### src/rtl/ivt_pkg.sv
package ivt_pkg;
  localparam int DATA_W   = 8;
  localparam int SEL_W    = 3;
  localparam int CLR_BIT  = 3;
  localparam int WDT_BIT  = 4;
  localparam int RC_BIT   = 5;
  localparam int WAKE_BIT = 6;
  localparam logic [SEL_W-1:0] SEL_RESET = '1;

  typedef struct packed {
    logic tick;
    logic clr;
    logic ack;
  } ivtStrobe_t;
endpackage

### src/rtl/ivtControl.sv
module ivtControl
  import ivt_pkg::*;
#(
  parameter int MIN_LOG = 3
) (
  input  logic              clk,
  input  logic              rstN,
  input  logic              wrEn,
  input  logic [DATA_W-1:0] wrData,
  input  logic              irqAck,
  output ivtStrobe_t        strobe,
  output logic              wakeEn,
  output logic              rcWdtEn,
  output logic              wdtOn
);
  localparam int NSEL  = 1 << SEL_W;
  localparam int DIV_W = MIN_LOG + NSEL - 1;

  logic [DIV_W-1:0] divCnt;
  logic [SEL_W-1:0] selReg;
  logic [NSEL-1:0]  tickVec;
  logic             clrBit;
  logic             clrReq;
  logic             unusedBit7;

  assign unusedBit7 = wrData[7];
  assign clrReq     = wrEn & wrData[CLR_BIT];

  always_ff @(posedge clk or negedge rstN) begin
    if (!rstN) divCnt <= '0;
    else       divCnt <= divCnt + 1'b1;
  end

  for (genvar i = 0; i < NSEL; i++) begin : g_tap
    assign tickVec[i] = &divCnt[MIN_LOG+i-1:0];
  end

  always_ff @(posedge clk or negedge rstN) begin
    if (!rstN) begin
      selReg  <= SEL_RESET;
      wakeEn  <= 1'b0;
      rcWdtEn <= 1'b0;
      wdtOn   <= 1'b1;
      clrBit  <= 1'b0;
    end else begin
      clrBit <= clrReq;
      if (wrEn) begin
        selReg  <= wrData[SEL_W-1:0];
        wakeEn  <= wrData[WAKE_BIT];
        rcWdtEn <= wrData[RC_BIT];
        wdtOn   <= wrData[WDT_BIT];
      end
    end
  end

  always_comb begin
    strobe.tick = tickVec[selReg];
    strobe.clr  = clrReq;
    strobe.ack  = irqAck;
  end

  assert_clr_selfclear_R6: assert property (@(posedge clk) disable iff (!rstN)
    (clrBit && !clrReq) |=> !clrBit);
  assert_tick_isolated_R3: assert property (@(posedge clk) disable iff (!rstN)
    strobe.tick |=> !strobe.tick);
endmodule

### src/rtl/ivtDatapath.sv
module ivtDatapath
  import ivt_pkg::*;
#(
  parameter int CNT_W = 8
) (
  input  logic             clk,
  input  logic             rstN,
  input  ivtStrobe_t       strobe,
  output logic [CNT_W-1:0] count,
  output logic             ovfPulse,
  output logic             irqFlag
);
  logic ovfNow;

  assign ovfNow = strobe.tick & ~strobe.clr & (&count);

  always_ff @(posedge clk or negedge rstN) begin
    if (!rstN) begin
      count    <= '0;
      ovfPulse <= 1'b0;
      irqFlag  <= 1'b0;
    end else begin
      if (strobe.clr)       count <= '0;
      else if (strobe.tick) count <= count + 1'b1;
      ovfPulse <= ovfNow;
      irqFlag  <= ovfNow | (irqFlag & ~strobe.ack);
    end
  end

  assert_clear_zero_R6: assert property (@(posedge clk) disable iff (!rstN)
    strobe.clr |=> (count == '0));
  assert_hold_idle_R2: assert property (@(posedge clk) disable iff (!rstN)
    (!strobe.clr && !strobe.tick) |=> $stable(count));
  assert_step_one_R2: assert property (@(posedge clk) disable iff (!rstN)
    (!strobe.clr && strobe.tick) |=> (count == $past(count) + 1'b1));
  assert_ovf_zero_R4: assert property (@(posedge clk) disable iff (!rstN)
    ovfPulse |-> (count == '0 && irqFlag));
  assert_flag_hold_R5: assert property (@(posedge clk) disable iff (!rstN)
    (irqFlag && !strobe.ack) |=> irqFlag);
endmodule

### src/rtl/ivTimer.sv
module ivTimer
  import ivt_pkg::*;
#(
  parameter int CNT_W   = 8,
  parameter int MIN_LOG = 3
) (
  input  logic              clk,
  input  logic              rstN,
  input  logic              rdEn,
  output logic [CNT_W-1:0]  rdData,
  input  logic              wrEn,
  input  logic [DATA_W-1:0] wrData,
  output logic              irqFlag,
  input  logic              irqAck,
  output logic [CNT_W-1:0]  wdtCount,
  output logic              wdtOvf,
  output logic              wakeEn,
  output logic              rcWdtEn,
  output logic              wdtOn
);
  ivtStrobe_t       strobe;
  logic [CNT_W-1:0] count;

  ivtControl #(.MIN_LOG(MIN_LOG)) u_ctrl (
    .clk(clk), .rstN(rstN), .wrEn(wrEn), .wrData(wrData), .irqAck(irqAck),
    .strobe(strobe), .wakeEn(wakeEn), .rcWdtEn(rcWdtEn), .wdtOn(wdtOn)
  );

  ivtDatapath #(.CNT_W(CNT_W)) u_dp (
    .clk(clk), .rstN(rstN), .strobe(strobe),
    .count(count), .ovfPulse(wdtOvf), .irqFlag(irqFlag)
  );

  assign rdData   = rdEn ? count : '0;
  assign wdtCount = count;
endmodule

### config.mk
export PLATFORM = sky130hd
export DESIGN_NAME = ivTimer
export DESIGN_NICKNAME = d
export VERILOG_FILES = /design/src/rtl/ivt_pkg.sv /design/src/rtl/ivtControl.sv /design/src/rtl/ivtDatapath.sv /design/src/rtl/ivTimer.sv
export SDC_FILE = /design/constraint.sdc
export NUM_CORES = 1
export LEC_CHECK = 0
export BUFFER_PORTS_ARGS = -buffer_cell sky130_fd_sc_hd__buf_2
export CORE_UTILIZATION = 55
export DETAILED_ROUTE_END_ITERATION = 12
export PLACE_DENSITY = 0.89
export SLEW_MARGIN = 10
export SYNTH_ARGS = -nofsm -noshare
export SYNTH_HDL_FRONTEND = slang
export SYNTH_SLANG_ARGS = --single-unit
export TNS_END_PERCENT = 100
### constraint.sdc
create_clock -name clk -period 5.1 [get_ports clk]
set_clock_uncertainty 0.15 [all_clocks]
set_input_delay 0.765 -clock clk [delete_from_list [all_inputs] [get_ports clk]]
set_output_delay 0.765 -clock clk [all_outputs]
set_load 0.005 [all_outputs]
# Word-level counts from Yosys, hierarchy flattened
# Index checks and enable logic that the tools add are counted.
# totals
register_bits,26
elab_cells,33
output_inout_bits,21
# op_classes
magnitude_cmp,1
bitwise_logic,7
reduce_logical,10
mux,5
add_sub_neg,2
# ops
op,count
$mux 8,3
$reduce_and 8->1,2
$add 10x1->10 const B,1
$reduce_and 10->1,1
$reduce_and 9->1,1
$add 8x1->8 const B,1
$reduce_and 7->1,1
$reduce_and 6->1,1
$reduce_and 5->1,1
$and 1x1->1,4
$lt 3x4->1 const B,1
$reduce_and 4->1,1
$bmux 1 s3,1
$reduce_and 3->1,1
$not 1->1,2
$reduce_bool 2->1,1
$mux 1,1
$or 1x1->1,1

# Logic depth before layout (Yosys ltp)
# Gate-level depths: netlist (run 1).
# depth
depth_word,6
ltp_mapped,10
mapped_depth_nobuf,9

# Hierarchy
# Synthesis (run 1) repeated with hierarchy kept, for this count alone.
# hier_totals
hier_cells,110
area_unflattened_um2,1258.7
# by_module_without_submodules
mod,area_each_um2,n_inst,cells_each,seq_area_each_um2
ivtControl,743.2,1,59,405.4
ivtDatapath,465.4,1,43,250.2
ivTimer,50.0,1,8,0.0

# Worst setup path after synthesis (run 1)
# OpenSTA, ideal clock, no wires.
# synth_timing
path_type,register to register
from,register u_ctrl.divCnt[0]
to,register u_dp.count[7]
required_time_ps,4825
arrival_ps,2015
setup_ps,125
slack_ps,2810
path_stages_with_launch,10
period_less_slack_ps,2290
path_cell_list,dfrtp_1 -> ha_1 -> nand3_2 -> inv_1 -> ha_1 -> mux2_4 -> mux4_2 -> buf_6 -> nor3b_4 -> mux2i_1
# synth_via
elab_chain_len,4
# synth_rtl
element,line,rtl
"start, declared",ivtControl.sv:19,logic [DIV_W-1:0] divCnt;
"start signal, assigned",ivtControl.sv:31,else divCnt <= divCnt + 1'b1;
"$reduce_and 10->1, or another cell as far along",ivtControl.sv:35,assign tickVec[i] = &divCnt[MIN_LOG+i-1:0];
$bmux 1 s3 (*),ivtControl.sv:57,strobe.tick = tickVec[selReg];
$mux 1 (implied by the code) (*),ivtControl.sv:57,
$reduce_bool 2->1 (no source line) (*),--,
"end signal, assigned",ivtDatapath.sv:24,else if (strobe.tick) count <= count + 1'b1;
"end, declared",ivtDatapath.sv:9,"output logic [CNT_W-1:0] count,"
# Every way passes the cells marked *; elsewhere a longest branch is shown, timed or not. The select of a mux whose other input is x is not followed.
# A chain may end at the register's enable or synchronous reset.

# Worst setup path after layout (run 1)
# layout_timing
from,register u_ctrl.divCnt[0]
to,register u_dp.count[4]
# The elaborated chain is that of the path after synthesis.

==> summary.log, run 1 <==
INFO  status         run_status=complete, no violations
INFO  yosys          synthesis.nets=129
INFO  placed_design  gp_routability_congestion=0.832
INFO  clock_network  insertion_delay=0.32ns
INFO  clock_network  postCtsSetupBuffers=0
INFO  sta            max_slew.worst_pin.slew=0.554ns
INFO  die            fp.dieArea=0.00251mm^2
INFO  cells_and_area diodes=0
INFO  pwr            cellPowerDensity=226mW/mm^2
INFO  yosys          synthesis.yosys.warnings=0
INFO  yosys          synthCells=111
INFO  pwr            ir_drop_worst_case_vdd=0.225mV
INFO  clock_network  cts_max_level=1
INFO  routing        viasPerCell=5.38
INFO  sta            finalSetupViolations=0
INFO  run            drv.max_cap_violation_count=0
INFO  global_routing grt_start_max_net_pins=27
INFO  sta            setup_repair_after_global_routing_missed_its_margin=no
INFO  critical_path  worst-endpoint-required=5.21ns
INFO  die            io_pins=34
INFO  yosys          synth_area_leader_cell=dfrtp_1
INFO  cells_and_area final_layout_size_suffix_gt1_frac=0.347
INFO  cells_and_area area_growth=15.9%
INFO  critical_path  ff2ff_setup_slack=2.66ns
INFO  yosys          yosys_register_bits=26
INFO  routing        drt_drc_violations_left=0
INFO  sta            fin_tns_setup=0ns
INFO  die            die_h=50.1um
INFO  clock_network  clk_root_buffer_cell=clkbuf_4
INFO  yosys          post_synth_num_cell_types=29
INFO  cells_and_area area_used_by_multi_input_combinational_logic=582um^2
INFO  clock_network  post_cts_resized=0
INFO  global_routing first_global_vias=952
INFO  yosys          proportion_of_synthesized_chip_area_in_sequential_cells=0.516
INFO  placed_design  portBuffers=32
INFO  global_routing grt_remaining_overflow=0
INFO  yosys          post_synth_main_area_contributors=dfrtp_1 43%, dfstp_2 8.3%, mux2_2 5.3%
INFO  global_routing number_of_antenna_violations_at_the_first_check_in_global_routing=0
INFO  routing        dr_total_vias=925
INFO  routing        first_iter_violations=10
INFO  routing        ant_nets=0
INFO  cells_and_area final_common_cell=buf_2
INFO  clock_network  cts_tree=yes
INFO  placed_design  place.detailed.hpwl=1770um
INFO  critical_path  timing.rr.end=u_dp.count[4]
INFO  sta            finalMaxSlewViolations=0
INFO  min_path       timing.hold.worst.class=in -> async
INFO  sta            maxClockFrequency=410MHz
INFO  sta            timing.final.crit_period=2.44ns
INFO  critical_path  worst-r2r-cell-count=8
INFO  cells_and_area most-common-layout-cells=32 x buf_2, 22 x dfrtp_1, 14 x nand2_1
INFO  cells_and_area fillerInstances=172
INFO  die            placeableCoreArea=0.00219mm^2
INFO  sta            finalHoldViolations=0
INFO  yosys          post-synth-top-area-fraction=0.433
INFO  clock_network  clkSlewWorstSetupHoldPaths=0.13ns
INFO  global_routing global_route.usage.total=0.214
INFO  sta            slew_headroom=0.631
INFO  cells_and_area sequential_cell_area=656um^2
INFO  sta            fin_ws=2.66ns
INFO  routing        routed_wl=2270um
INFO  yosys          post_syn_area_per_cell=11.5um^2
INFO  critical_path  worst_setup_path_start_kind=flip-flop
INFO  die            rows=17
INFO  critical_path  worstSetupPathType=reg -> reg
INFO  sta            min_period_over_period=0.478
INFO  global_routing grt_pass1_wl=3910um
INFO  clock_network  cts-root-to-sink-buffers=2
INFO  routing        drt-wirelength-per-cell=13.2um
INFO  clock_network  numClockSinks=26
INFO  die            fp.dieW=50.1um
INFO  critical_path  worst-endpoint-arrival=2.55ns
INFO  placed_design  place_worst_setup_slack=2.67ns
INFO  critical_path  worstSetupEndpointType=flip-flop
INFO  critical_path  timing.rr.start=u_ctrl.divCnt[0]
INFO  routing        detailedRoute.firstPassIterationCount=4
INFO  clock_network  ctsHoldBuffers=0
INFO  yosys          syn-cell-area=0.00127mm^2
INFO  die            initial_cell_density_of_the_core=0.580
INFO  pwr            power_leakage=0.788nW
INFO  clock_network  tritoncts_buffer_count=3
INFO  cells_and_area final_nets=163
INFO  critical_path  largest_fanout_on_the_critical_path=9
==> sequential cells by signal (all words and copies together), names as in the netlist <==
signal          flops
u_ctrl.divCnt      10
u_ctrl.rcWdtEn      1
u_ctrl.selReg       3
u_ctrl.wakeEn       1
u_ctrl.wdtOn        1
u_dp.count          8
u_dp.irqFlag        1
u_dp.ovfPulse       1
==> worst max-delay path, cell delays in order (launching register included) <==
cell	delay [ns]
dfrtp_1	0.43
ha_1	0.24
nand3_2	0.13
inv_1	0.05
ha_1	0.17
mux2_4	0.25
mux4_2	0.58
nand4_1	0.16
mux2i_1	0.20
==> Yosys cell counts <==
master	n
nand4_1	2
a31o_1	1
nand2_2	1
nand2_1	14
xor2_1	2
nand3_1	5
dfrtp_1	22
buf_6	1
inv_1	4
nor2_1	3
nor3_1	2
mux4_2	1
nand3_2	1
o32ai_1	1
mux2_2	6
mux2_4	1
nor3b_4	1
a2111oi_0	1
and2_1	8
ha_1	5
and4_1	1
a21oi_1	5
nor2b_1	1
o31ai_1	1
nand2b_1	5
mux2i_1	6
dfstp_2	4
clkbuf_1	2
xnor2_1	4
==> final cells by class <==
class / count / share of cell area
timing repair buffer: 32 / 0.109
sequential: 26 / 0.445
clock buffer: 4 / 0.0178
multi-input combinational: 78 / 0.395
tap: 28 / 0.0238
inverter: 4 / 0.0102
==> worst max path at each step <==
stage / start / endpoint / slack [ns]
after floorplan: u_ctrl.divCnt[0] / u_dp.count[7] / 2.81
after global placement: u_ctrl.divCnt[0] / u_dp.count[7] / 2.73
after detailed placement: u_ctrl.divCnt[0] / u_dp.count[4] / 2.67
after CTS: u_ctrl.divCnt[0] / u_dp.count[4] / 2.63
after global routing: u_ctrl.divCnt[0] / u_dp.count[6] / 2.53
final: u_ctrl.divCnt[0] / u_dp.count[4] / 2.66
==> report_power, final <==
group          leakage (nW)  internal [mW]  switching [mW]
Clock                0.0150         0.0307          0.0580
Combinational         0.443         0.0125          0.0123
Sequential            0.330          0.214         0.00522
==> per-stage QoR <==
step           instances  hold WS [ns]  instance area, um^2   util  power (mW)
2_1_floorplan        111         0.287                 1270      -       0.234
3_3_place_gp         168         0.309                 1450  0.661       0.247
3_5_place_dp         168         0.323                 1450  0.661       0.249
4_1_cts              172         0.274                 1470  0.673       0.336
5_1_grt              172         0.298                 1470  0.673       0.348
6_report             172         0.260                 1470  0.673       0.333
==> cell families (layout without fill, tap and decap cells) <==
group	after synthesis	in the layout	synth area share
DFF	26	26	0.516
AOI/OAI and AO/OA	9	9	0.0463
xor gates and xnor gates	6	6	0.0413
muxes	14	14	0.130
buffers and inverters	7	40	0.0266
and+or+nand+nor	44	44	0.191
adders and majority gates	5	5	0.0492
==> metal layers <==
metal	global-route usage	share of wire
met4	0.124	0.020
met5	0	0
met3	0.0401	0.037
met2	0.384	0.54
met1	0.230	0.40
Power figures use the tool's default switching activity.
==> inputs of run 2 (changes only) <==
Settings changed: ABC_AREA set to 1, CORE_UTILIZATION 55 to 53, PLACE_DENSITY 0.89 to 0.85.
Clock period 5.1 ns to 2.47 ns, I/O delays scaled along.
==> summary.log, run 2 <==
INFO  pwr            ir_drop_worst_case_vdd=0.485mV
INFO  pwr            internal_power=0.614mW
INFO  routing        ant_nets=0
INFO  cells_and_area sequential_cell_area=656um^2
INFO  routing        detailedRoute.firstPassIterationCount=4
INFO  routing        routed_wl=2840um
INFO  critical_path  largest_fanout_on_the_critical_path=10
INFO  routing        first_iter_violations=22
INFO  global_routing first_global_vias=1107
INFO  cells_and_area diodes=0
INFO  clock_network  cts_max_level=1
INFO  critical_path  worstSetupEndpointType=flip-flop
INFO  global_routing number_of_antenna_violations_at_the_first_check_in_global_routing=0
INFO  routing        drt-wirelength-per-cell=12.6um
INFO  critical_path  worst-endpoint-required=2.55ns
INFO  min_path       worst_hold_path.endpoint=u_ctrl.selReg[0]
INFO  pwr            power_leakage=0.951nW
INFO  sta            min_period_over_period=0.796
INFO  die            fp.dieArea=0.00296mm^2
INFO  min_path       timing.hold.worst.class=in -> reg
INFO  critical_path  timing.rr.end=u_dp.count[0]
INFO  yosys          async_flop_share=1.00
INFO  pwr            cellPowerDensity=516mW/mm^2
INFO  cells_and_area final_layout_size_suffix_gt1_frac=0.316
INFO  cells_and_area fillerInstances=216
INFO  die            placeableCoreArea=0.00254mm^2
INFO  pwr            comb_power_share=0.177
INFO  routing        viasPerCell=5.27
INFO  run            drv.max_cap_violation_count=0
INFO  clock_network  clkSlewWorstSetupHoldPaths=0.14ns
INFO  yosys          synth_top_cells_by_count=41 x nand2_1, 22 x dfrtp_1, 21 x inv_1
INFO  die            io_pins=34
INFO  critical_path  worstSetupPathType=reg -> reg
INFO  critical_path  worst-endpoint-arrival=2.04ns
INFO  cells_and_area reg_top3=u_ctrl.divCnt (10), u_dp.count (8), u_ctrl.selReg (3)
INFO  sta            finalMaxSlewViolations=0
INFO  yosys          synth-main-ff-cell=dfrtp_1
INFO  yosys          synth-edff-count=0
INFO  cells_and_area final_nets=215
INFO  sta            max_slew.worst_pin.slew=0.575ns
INFO  yosys          post_synth_num_cell_types=28
INFO  cells_and_area area_growth=14.8%
INFO  yosys          yosys_register_bits=26
INFO  cells_and_area area_used_by_multi_input_combinational_logic=687um^2
INFO  critical_path  ff2ff_setup_slack=0.50ns
INFO  die            initial_cell_density_of_the_core=0.573
INFO  placed_design  instance_area_after_placement=0.00163mm^2
INFO  sta            setup_repair_after_global_routing_missed_its_margin=no
INFO  critical_path  worst_setup_path_start_kind=flip-flop
INFO  cells_and_area largest_register_ff_count=10
INFO  clock_network  post_cts_resized=0
INFO  routing        dr_total_vias=1191
INFO  clock_network  insertion_delay=0.32ns
INFO  yosys          yosysMostFrequentCell=nand2_1
INFO  yosys          synthesis.nets=182
INFO  global_routing grt_remaining_overflow=0
INFO  cells_and_area final_common_cell=nand2_1
INFO  die            rows=18
INFO  sta            timing.final.crit_period=1.97ns
INFO  die            die_h=54.4um
INFO  yosys          post_synth_main_area_contributors=dfrtp_1 38%, nand2_1 11%, dfstp_2 7.2%
INFO  status         run_status=complete, no violations
INFO  sta            slew_headroom=0.617
INFO  cells_and_area layout.cell_area.non_filler=0.00167mm^2
INFO  global_routing grt_start_max_net_pins=27
INFO  pwr            p_sw_frac=0.290
INFO  placed_design  gp_routability_congestion=0.860
INFO  yosys          proportion_of_synthesized_chip_area_in_sequential_cells=0.450
INFO  pwr            power.share.clock=0.254
INFO  sta            finalSetupViolations=0
INFO  critical_path  worst-r2r-cell-count=10
INFO  cells_and_area max_flop_register=u_ctrl.divCnt
INFO  die            fp.dieW=54.4um
INFO  routing        drt_drc_violations_left=0
INFO  pwr            power.share.sequential=0.568
INFO  yosys          post-synth-top-area-fraction=0.378
INFO  yosys          post_syn_area_per_cell=8.89um^2
INFO  sta            finalHoldViolations=0
INFO  clock_network  tritoncts_buffer_count=3
INFO  min_path       hold_path_startpoint=wrData[0]
INFO  clock_network  numClockSinks=26
INFO  yosys          syn-cell-area=0.00146mm^2
INFO  clock_network  cts_tree=yes
INFO  critical_path  timing.rr.start=u_ctrl.divCnt[0]
INFO  global_routing grt_pass1_wl=4690um
INFO  yosys          synth_area_leader_cell=dfrtp_1
INFO  global_routing global_route.usage.total=0.225
INFO  cells_and_area most-common-layout-cells=41 x nand2_1, 32 x buf_2, 22 x dfrtp_1
INFO  pwr            netSwitchingPower=0.250mW
INFO  placed_design  place.detailed.hpwl=2070um
INFO  sta            fin_hold_ws=0.103ns
INFO  sta            maxClockFrequency=509MHz
INFO  placed_design  portBuffers=32
INFO  sta            fin_tns_setup=0ns
INFO  min_path       whs_path_depth=3
INFO  clock_network  clk_root_buffer_cell=clkbuf_4
INFO  yosys          synthCells=164
INFO  yosys          synthesis.yosys.warnings=0
INFO  clock_network  cts-root-to-sink-buffers=2
==> run 2: cell types whose count changed after synthesis, moves of 3 or more <==
cell | before | now
nand4_1 | 2 | 10
mux2i_1 | 6 | 0
and2_1 | 8 | 0
o21ai_0 | 0 | 3
nand2b_1 | 5 | 0
nand3_4 | 0 | 3
inv_1 | 4 | 21
nand2_2 | 1 | 6
mux2_2 | 6 | 3
nand3_1 | 5 | 9
nor2_1 | 3 | 6
nand2_1 | 14 | 41
==> run 2: power by group through the flow <==
stage,sequential (mW),combinational [mW],clock (mW)
global placement,0.496,0.147,0
global route,0.496,0.180,0.238
detailed placement,0.498,0.153,0
CTS,0.490,0.155,0.223
floorplan,0.493,0.0928,0
finish,0.491,0.153,0.220
==> run 2: logic make-up after synthesis <==
kind of cell,Yosys count,synth area share
AO/OA/AOI/OAI,11,0.0429
XOR/XNOR,6,0.0361
adder cells (fa/ha/maj),5,0.0429
buffers and inverters,28,0.0790
flip-flops,26,0.450
multiplexers,3,0.0232
AND/OR/NAND/NOR,85,0.326
==> run 2: routing by layer <==
layer  routed length, um  GRT usage
met5                   0          0
met4                  29     0.0983
met3                 116     0.0333
met2                1390      0.376
met1                1300      0.287
==> run 2: worst max-delay path by stage <==
stage	startpoint	to	slack (ns)	cells past startpoint
detailed placement	u_ctrl.divCnt[0]	u_dp.count[7]	0.52	10
floorplan	u_ctrl.divCnt[0]	u_dp.count[4]	0.71	10
global route	u_ctrl.divCnt[0]	u_dp.count[0]	0.36	10
CTS	u_ctrl.divCnt[0]	u_dp.count[7]	0.51	10
finish	u_ctrl.divCnt[0]	u_dp.count[0]	0.50	10
global placement	u_ctrl.divCnt[0]	u_dp.count[0]	0.57	10
==> run 2: critical path, cell delays in order, from the launching register on <==
cell and delay (ns):
dfrtp_1 0.42, ha_1 0.25, nand3_1 0.14, nor3_1 0.07
ha_1 0.18, a21oi_1 0.17, nand2_2 0.09, nand3_4 0.13
nand3_4 0.12, nand2_1 0.09, nand2_1 0.05
==> run 2: cell type report <==
class	count	area share
multi-input combinational	110	0.411
sequential	26	0.392
timing repair buffer	33	0.102
inverter	23	0.0516
tap	30	0.0224
clock buffer	4	0.0217
==> run 2: stage by stage <==
stage | cells | worst slack (ns) | util | power, mW
finish | 226 | 0.504 | 0.657 | 0.864
global route | 226 | 0.362 | 0.657 | 0.913
CTS | 226 | 0.506 | 0.657 | 0.868
detailed placement | 221 | 0.523 | 0.639 | 0.651
global placement | 221 | 0.574 | 0.639 | 0.642
floorplan | 164 | 0.715 | - | 0.586
==> run 2: what timing repair did <==
item                                    4_1_cts  5_1_grt
hold buffers                                  1        0
endpoints found under the setup margin        0        0
setup buffers                                 0        0
hold endpoints to repair                     22        0
